[config.mk]
export PLATFORM = sky130hd
export DESIGN_NAME = gpio_func_mux
export DESIGN_NICKNAME = d
export VERILOG_FILES = /design/src/rtl/gpio_func_mux.sv
export SDC_FILE = /design/constraint.sdc
export NUM_CORES = 1
export LEC_CHECK = 0
export BUFFER_PORTS_ARGS = -buffer_cell sky130_fd_sc_hd__buf_4
export CORE_MARGIN = 2
export CORE_UTILIZATION = 52
export CTS_CLUSTER_SIZE = 20
export DETAILED_ROUTE_END_ITERATION = 7
export GPL_TIMING_DRIVEN = 0
export PLACE_DENSITY = 0.85
export SLEW_MARGIN = 20
export SYNTH_ARGS = -nofsm -noshare
export SYNTH_HDL_FRONTEND = slang
export SYNTH_SLANG_ARGS = --single-unit
[constraint.sdc]
create_clock -name clk -period 1.6 [get_ports clk]
set_input_delay 0.32 -clock clk [delete_from_list [all_inputs] [get_ports clk]]
set_output_delay 0.32 -clock clk [all_outputs]
set_load 0.01 [all_outputs]
[src/rtl/gpio_func_mux.sv]
module gpio_func_mux #(
  parameter int NPINS = 8,
  parameter int SYNC_STAGES = 2,
  localparam int ADDR_W = $clog2(NPINS + 2),
  localparam int DATA_W = (NPINS > 8) ? NPINS : 8
) (
  input  logic              clk,
  input  logic              rst_n,
  input  logic              reg_we,
  input  logic [ADDR_W-1:0] reg_addr,
  input  logic [DATA_W-1:0] reg_wdata,
  output logic [DATA_W-1:0] reg_rdata,
  input  logic              irq_active,
  input  logic              fw_ready,
  input  logic              pwr_xfer,
  input  logic              tx_fault,
  input  logic [NPINS-1:0]  pad_in,
  output logic [NPINS-1:0]  pad_oe,
  output logic [NPINS-1:0]  pad_out,
  output logic [NPINS-1:0]  pad_pu,
  output logic [NPINS-1:0]  pad_pd,
  output logic [NPINS-1:0]  pin_level
);
  localparam logic [7:0] F_PULLUP = 8'h01;
  localparam logic [7:0] F_PULLDN = 8'h02;
  localparam logic [7:0] F_OD_HI  = 8'h03;
  localparam logic [7:0] F_OD_LO  = 8'h04;
  localparam logic [7:0] F_IRQ    = 8'h05;
  localparam logic [7:0] F_FWRDY  = 8'h06;
  localparam logic [7:0] F_PWR    = 8'h1A;
  localparam logic [7:0] F_FAULT  = 8'h1E;
  localparam logic [ADDR_W-1:0] A_LVL = ADDR_W'(NPINS);
  localparam logic [ADDR_W-1:0] A_IN  = ADDR_W'(NPINS + 1);

  logic [NPINS-1:0][7:0]             code_q;
  logic [NPINS-1:0]                  lvl_q;
  logic [SYNC_STAGES-1:0][NPINS-1:0] sync_q;

  always_ff @(posedge clk or negedge rst_n) begin
    if (!rst_n) begin
      code_q <= '0;
      lvl_q  <= '0;
    end else if (reg_we) begin
      for (int i = 0; i < NPINS; i++)
        if (reg_addr == ADDR_W'(i)) code_q[i] <= reg_wdata[7:0];
      if (reg_addr == A_LVL) lvl_q <= reg_wdata[NPINS-1:0];
    end
  end

  always_ff @(posedge clk or negedge rst_n) begin
    if (!rst_n) sync_q <= '0;
    else begin
      sync_q[0] <= pad_in;
      for (int s = 1; s < SYNC_STAGES; s++) sync_q[s] <= sync_q[s-1];
    end
  end

  assign pin_level = sync_q[SYNC_STAGES-1];

  always_comb begin
    reg_rdata = '0;
    for (int i = 0; i < NPINS; i++)
      if (reg_addr == ADDR_W'(i)) reg_rdata = DATA_W'(code_q[i]);
    if (reg_addr == A_LVL) reg_rdata = DATA_W'(lvl_q);
    if (reg_addr == A_IN)  reg_rdata = DATA_W'(pin_level);
  end

  always_comb begin
    pad_oe  = '0;
    pad_out = '0;
    pad_pu  = '0;
    pad_pd  = '0;
    for (int i = 0; i < NPINS; i++) begin
      case (code_q[i])
        F_PULLUP: pad_pu[i] = 1'b1;
        F_PULLDN: pad_pd[i] = 1'b1;
        F_OD_HI:  pad_oe[i] = ~lvl_q[i];
        F_OD_LO:  pad_oe[i] = lvl_q[i];
        F_IRQ:    pad_oe[i] = irq_active;
        F_FWRDY:  begin pad_oe[i] = 1'b1; pad_out[i] = fw_ready; end
        F_PWR:    begin pad_oe[i] = 1'b1; pad_out[i] = pwr_xfer; end
        F_FAULT:  begin pad_oe[i] = 1'b1; pad_out[i] = tx_fault; end
        default:  ;
      endcase
    end
  end
endmodule


==> run summary <==
For this block, the initial DRC count from the detailed router was 434. The share of cells above drive strength 1 came out at 0.553. Slowest cell on the critical path: sky130_fd_sc_hd__or4_4. The run gives 0 as the initial antenna violation count. Among all flip-flop cells after synthesis, the most frequent one is sky130_fd_sc_hd__dfrtp_1. The logs give 35 for the number of rows in the core area and 1.92 ns for the critical path data arrival time. The die is 102 microns wide. The nature of the critical path endpoint was an output pin. Maximum count of clock buffers along a single path: 2.

The library cell used most frequently in the layout, excluding fill and tap cells, is sky130_fd_sc_hd__buf_4. Filler cell count in the final layout: 590. The signal on the critical path passes through or3_4 -> or4_4 -> nor3b_4 -> buf_4.

The run gives 496 as the net count after synthesis. Number of cells after detailed placement: 666. Among cell families on the critical path, the largest total delay comes from simple AND/OR/NAND/NOR gates. The via density per instance was 6.10; the total count of hold-check failures in the final report was 0. The run gives 9 as the number of buffers inserted during clock tree synthesis. The areal power density over the cells works out to 1100 mW/mm^2. The logs give 0 for the total congestion overflow after global routing and 40 for the number of failing setup endpoints in the final timing report. Counting cells, the worst reg-to-reg path comes to 3.

The average instance in the mapped netlist occupies 10.6 sq um. The utilization after layout was 0.729; the total length of routed wires was 15.4 mm. The maximum single-stage delay on the critical path is 0.45 ns.

The clock tree synthesis step divided the H-tree into 3 levels. The pin slew with the least headroom to its limit is 0.795 ns. The max-slew violation total from the final report was 0.

The kind of critical path was register to output pin. Area taken by flip-flops and latches: 0.00223 sq mm. STA classifies the critical path startpoint as a register. For the multi-input combinational cell area, the log shows 0.00297 sq mm.

The final antenna diode count was 0; the number of iterations in the first detailed-routing pass was 5. Port buffering added 68 buffers. The run gives 0.36 ns as the clock latency reported for the late side of the worst-skew pair.

The async set-or-reset flop fraction in the synthesized netlist is 1.00, and the I/O pin count is 75. The share of the cycle needed by the critical path after routing is 1.40, and the pin count of the biggest net entering global routing is 89. After synthesis the cells add up to 0.00497 sq mm.

Setup repair after global routing could not meet its margin everywhere. In this run, distinct cell masters in the synthesized netlist total 51. The first global-routing pass estimated 22.8 mm of wire.

The least setup slack across all paths after layout is -0.640 ns, and the number of routed nets with antenna violations is 0. After detailed placement, the total cell area comes to 0.00572 sq mm. The tools report the reg-to-reg startpoint as code_q[2]$_DFFE_PN0P_.

The clock drives 88 sinks. The effective utilization at floorplan came out at 0.537. The area overhead of the layout relative to synthesis came out at 35.7%.

Synthesis inferred 88 register bits. The tightest min-delay check is of the input pin to async pin type. In this run the worst path has a maximum fanout of 2. Hold repair after CTS inserted 0 buffers. The total area inside the core boundary comes to 0.00924 sq mm.

The total buffers and inverters traversed by the critical path works out to 1. The final reports fail on setup timing. In the final routed layout, each cell accounts on average for 21.2 microns. Across the VDD grid, the largest voltage drop is 0.735 mV. TritonCTS built the clock tree. Summed over all nets, the half-perimeter wirelength after detailed placement is 9.58 mm.

STA puts the critical path data required time at 1.28 ns. The final instance count without filler cells is 724, and the final weighted congestion in routability-driven placement is 0.977. Final clock skew: 0.00205 ns. The max-capacitance violation count is 0, and the number of nets in the layout is 617. In the synthesized netlist, the number of instances is 469. The overall global routing resource usage is 0.294, and the highest achievable clock rate is 446 MHz.

For the finished layout, the period the worst path requires is 2.24 ns. The endpoint of the lowest-slack register-to-register path was code_q[2]$_DFFE_PN0P_. The finished cells cover 0.00674 sq mm. The worst slack on hold paths was 0.00256 ns; the post-route DRC violation count was 0.

The register-to-register path setup slack was 0.50 ns. During synthesis, Yosys emitted a total of 0 warnings. Detailed routing inserted a total of 4,413 vias.

The register area share after synthesis was 0.443. The library cells used most frequently in the layout, excluding fill and tap cells, are sky130_fd_sc_hd__buf_4, sky130_fd_sc_hd__dfrtp_1, sky130_fd_sc_hd__mux2_2, sky130_fd_sc_hd__nand2_1, sky130_fd_sc_hd__buf_6. Summed over all cells, the static leakage comes to 2.94 nW. The die span in y works out to 102 microns. The floorplan step defined a die boundary enclosing 0.0103 sq mm.

After clock tree synthesis, the clock-pin slew on the worst setup and hold paths is 0.09 ns. For the final routed database, the setup TNS stands at -14.13 ns. The via count of the first global-routing pass was 4,265.

Yosys mapped a number of flops with a built-in enable equal to 0. The tree is rooted in a sky130_fd_sc_hd__clkbuf_8. The flow ran to the end, but the final reports show violations. Headroom to the max-slew limit: 0.470.
## per-stage QoR
stage / setup slack [ns] / power, mW
2_1_floorplan: -0.140 / 4.34
3_3_place_gp: -0.391 / 4.90
3_5_place_dp: -0.392 / 5.01
4_1_cts: -0.673 / 6.84
5_1_grt: -0.698 / 7.76
6_report: -0.640 / 7.42
## cell usage after synthesis, types with 7 or more instances
library cell	instances	area (sq um)
sky130_fd_sc_hd__dfrtp_1	88	2200
sky130_fd_sc_hd__mux2_2	65	732
sky130_fd_sc_hd__nand2_1	31	116
sky130_fd_sc_hd__o21ai_0	26	130
sky130_fd_sc_hd__nor2_1	24	90.1
sky130_fd_sc_hd__mux2i_1	23	230
sky130_fd_sc_hd__nor3_1	18	90.1
sky130_fd_sc_hd__clkbuf_1	15	56.3
sky130_fd_sc_hd__nand2b_1	14	87.6
sky130_fd_sc_hd__o22ai_1	13	81.3
sky130_fd_sc_hd__buf_4	12	90.1
sky130_fd_sc_hd__nand3b_1	11	82.6
sky130_fd_sc_hd__a21oi_1	10	50.1
sky130_fd_sc_hd__buf_2	10	50.1
sky130_fd_sc_hd__nand3_1	10	50.1
sky130_fd_sc_hd__a31oi_1	9	56.3
sky130_fd_sc_hd__mux2_4	8	120
sky130_fd_sc_hd__nor3b_1	7	52.6
## sequential cells by signal, summed over array words and instances, names as in the netlist
signal and cells:
code_q 64, lvl_q 8, pin_level 8, sync_q 8
## power by group
| part | leakage (nW) | total (mW) | internal [mW] | switching [mW] |
|---|---|---|---|---|
| clock | 0.0830 | 1.41 | 0.611 | 0.800 |
| sequential | 1.04 | 3.30 | 2.69 | 0.607 |
| combinational | 1.82 | 2.71 | 1.49 | 1.22 |
## cell families after synthesis
| logic type | share of synthesized area |
|---|---|
| AOI/OAI and AO/OA | 0.119 |
| buffers and inverters | 0.0466 |
| DFF | 0.443 |
| muxes | 0.218 |
| and+or+nand+nor | 0.173 |
## routing by layer
metal	wire [microns]	global-route usage
met5	0	0
met4	609	0.149
met3	1130	0.0504
met2	7640	0.468
met1	5970	0.387
## area by class of cell
class                   count  share of cell area
clock inverters             4             0.00427
repair buffers            119               0.145
well taps                 129              0.0240
multi-input cells         335               0.441
inverters                   7             0.00390
clock buffers              12              0.0215
plain buffers              30              0.0297
flip-flops and latches     88               0.331
## worst max path at each step
stage,start,endpoint,cells after the start
2_1_floorplan,code_q[5]$_DFFE_PN0P_,pad_pu[0],3
3_3_place_gp,reg_addr[3],reg_rdata[2],8
3_5_place_dp,reg_addr[3],reg_rdata[2],8
4_1_cts,code_q[45]$_DFFE_PN0P_,pad_pu[5],4
5_1_grt,code_q[5]$_DFFE_PN0P_,pad_pu[0],4
6_report,code_q[5]$_DFFE_PN0P_,pad_pu[0],4
## timing repair
item                                    CTS  global route
endpoints found under the setup margin   40            40
buffers inserted                         29            23
pin swaps                                36            27
resized for setup                        78            51
endpoints found under the hold margin     0             0
No activity file was read; power rests on OpenSTA's default activity.
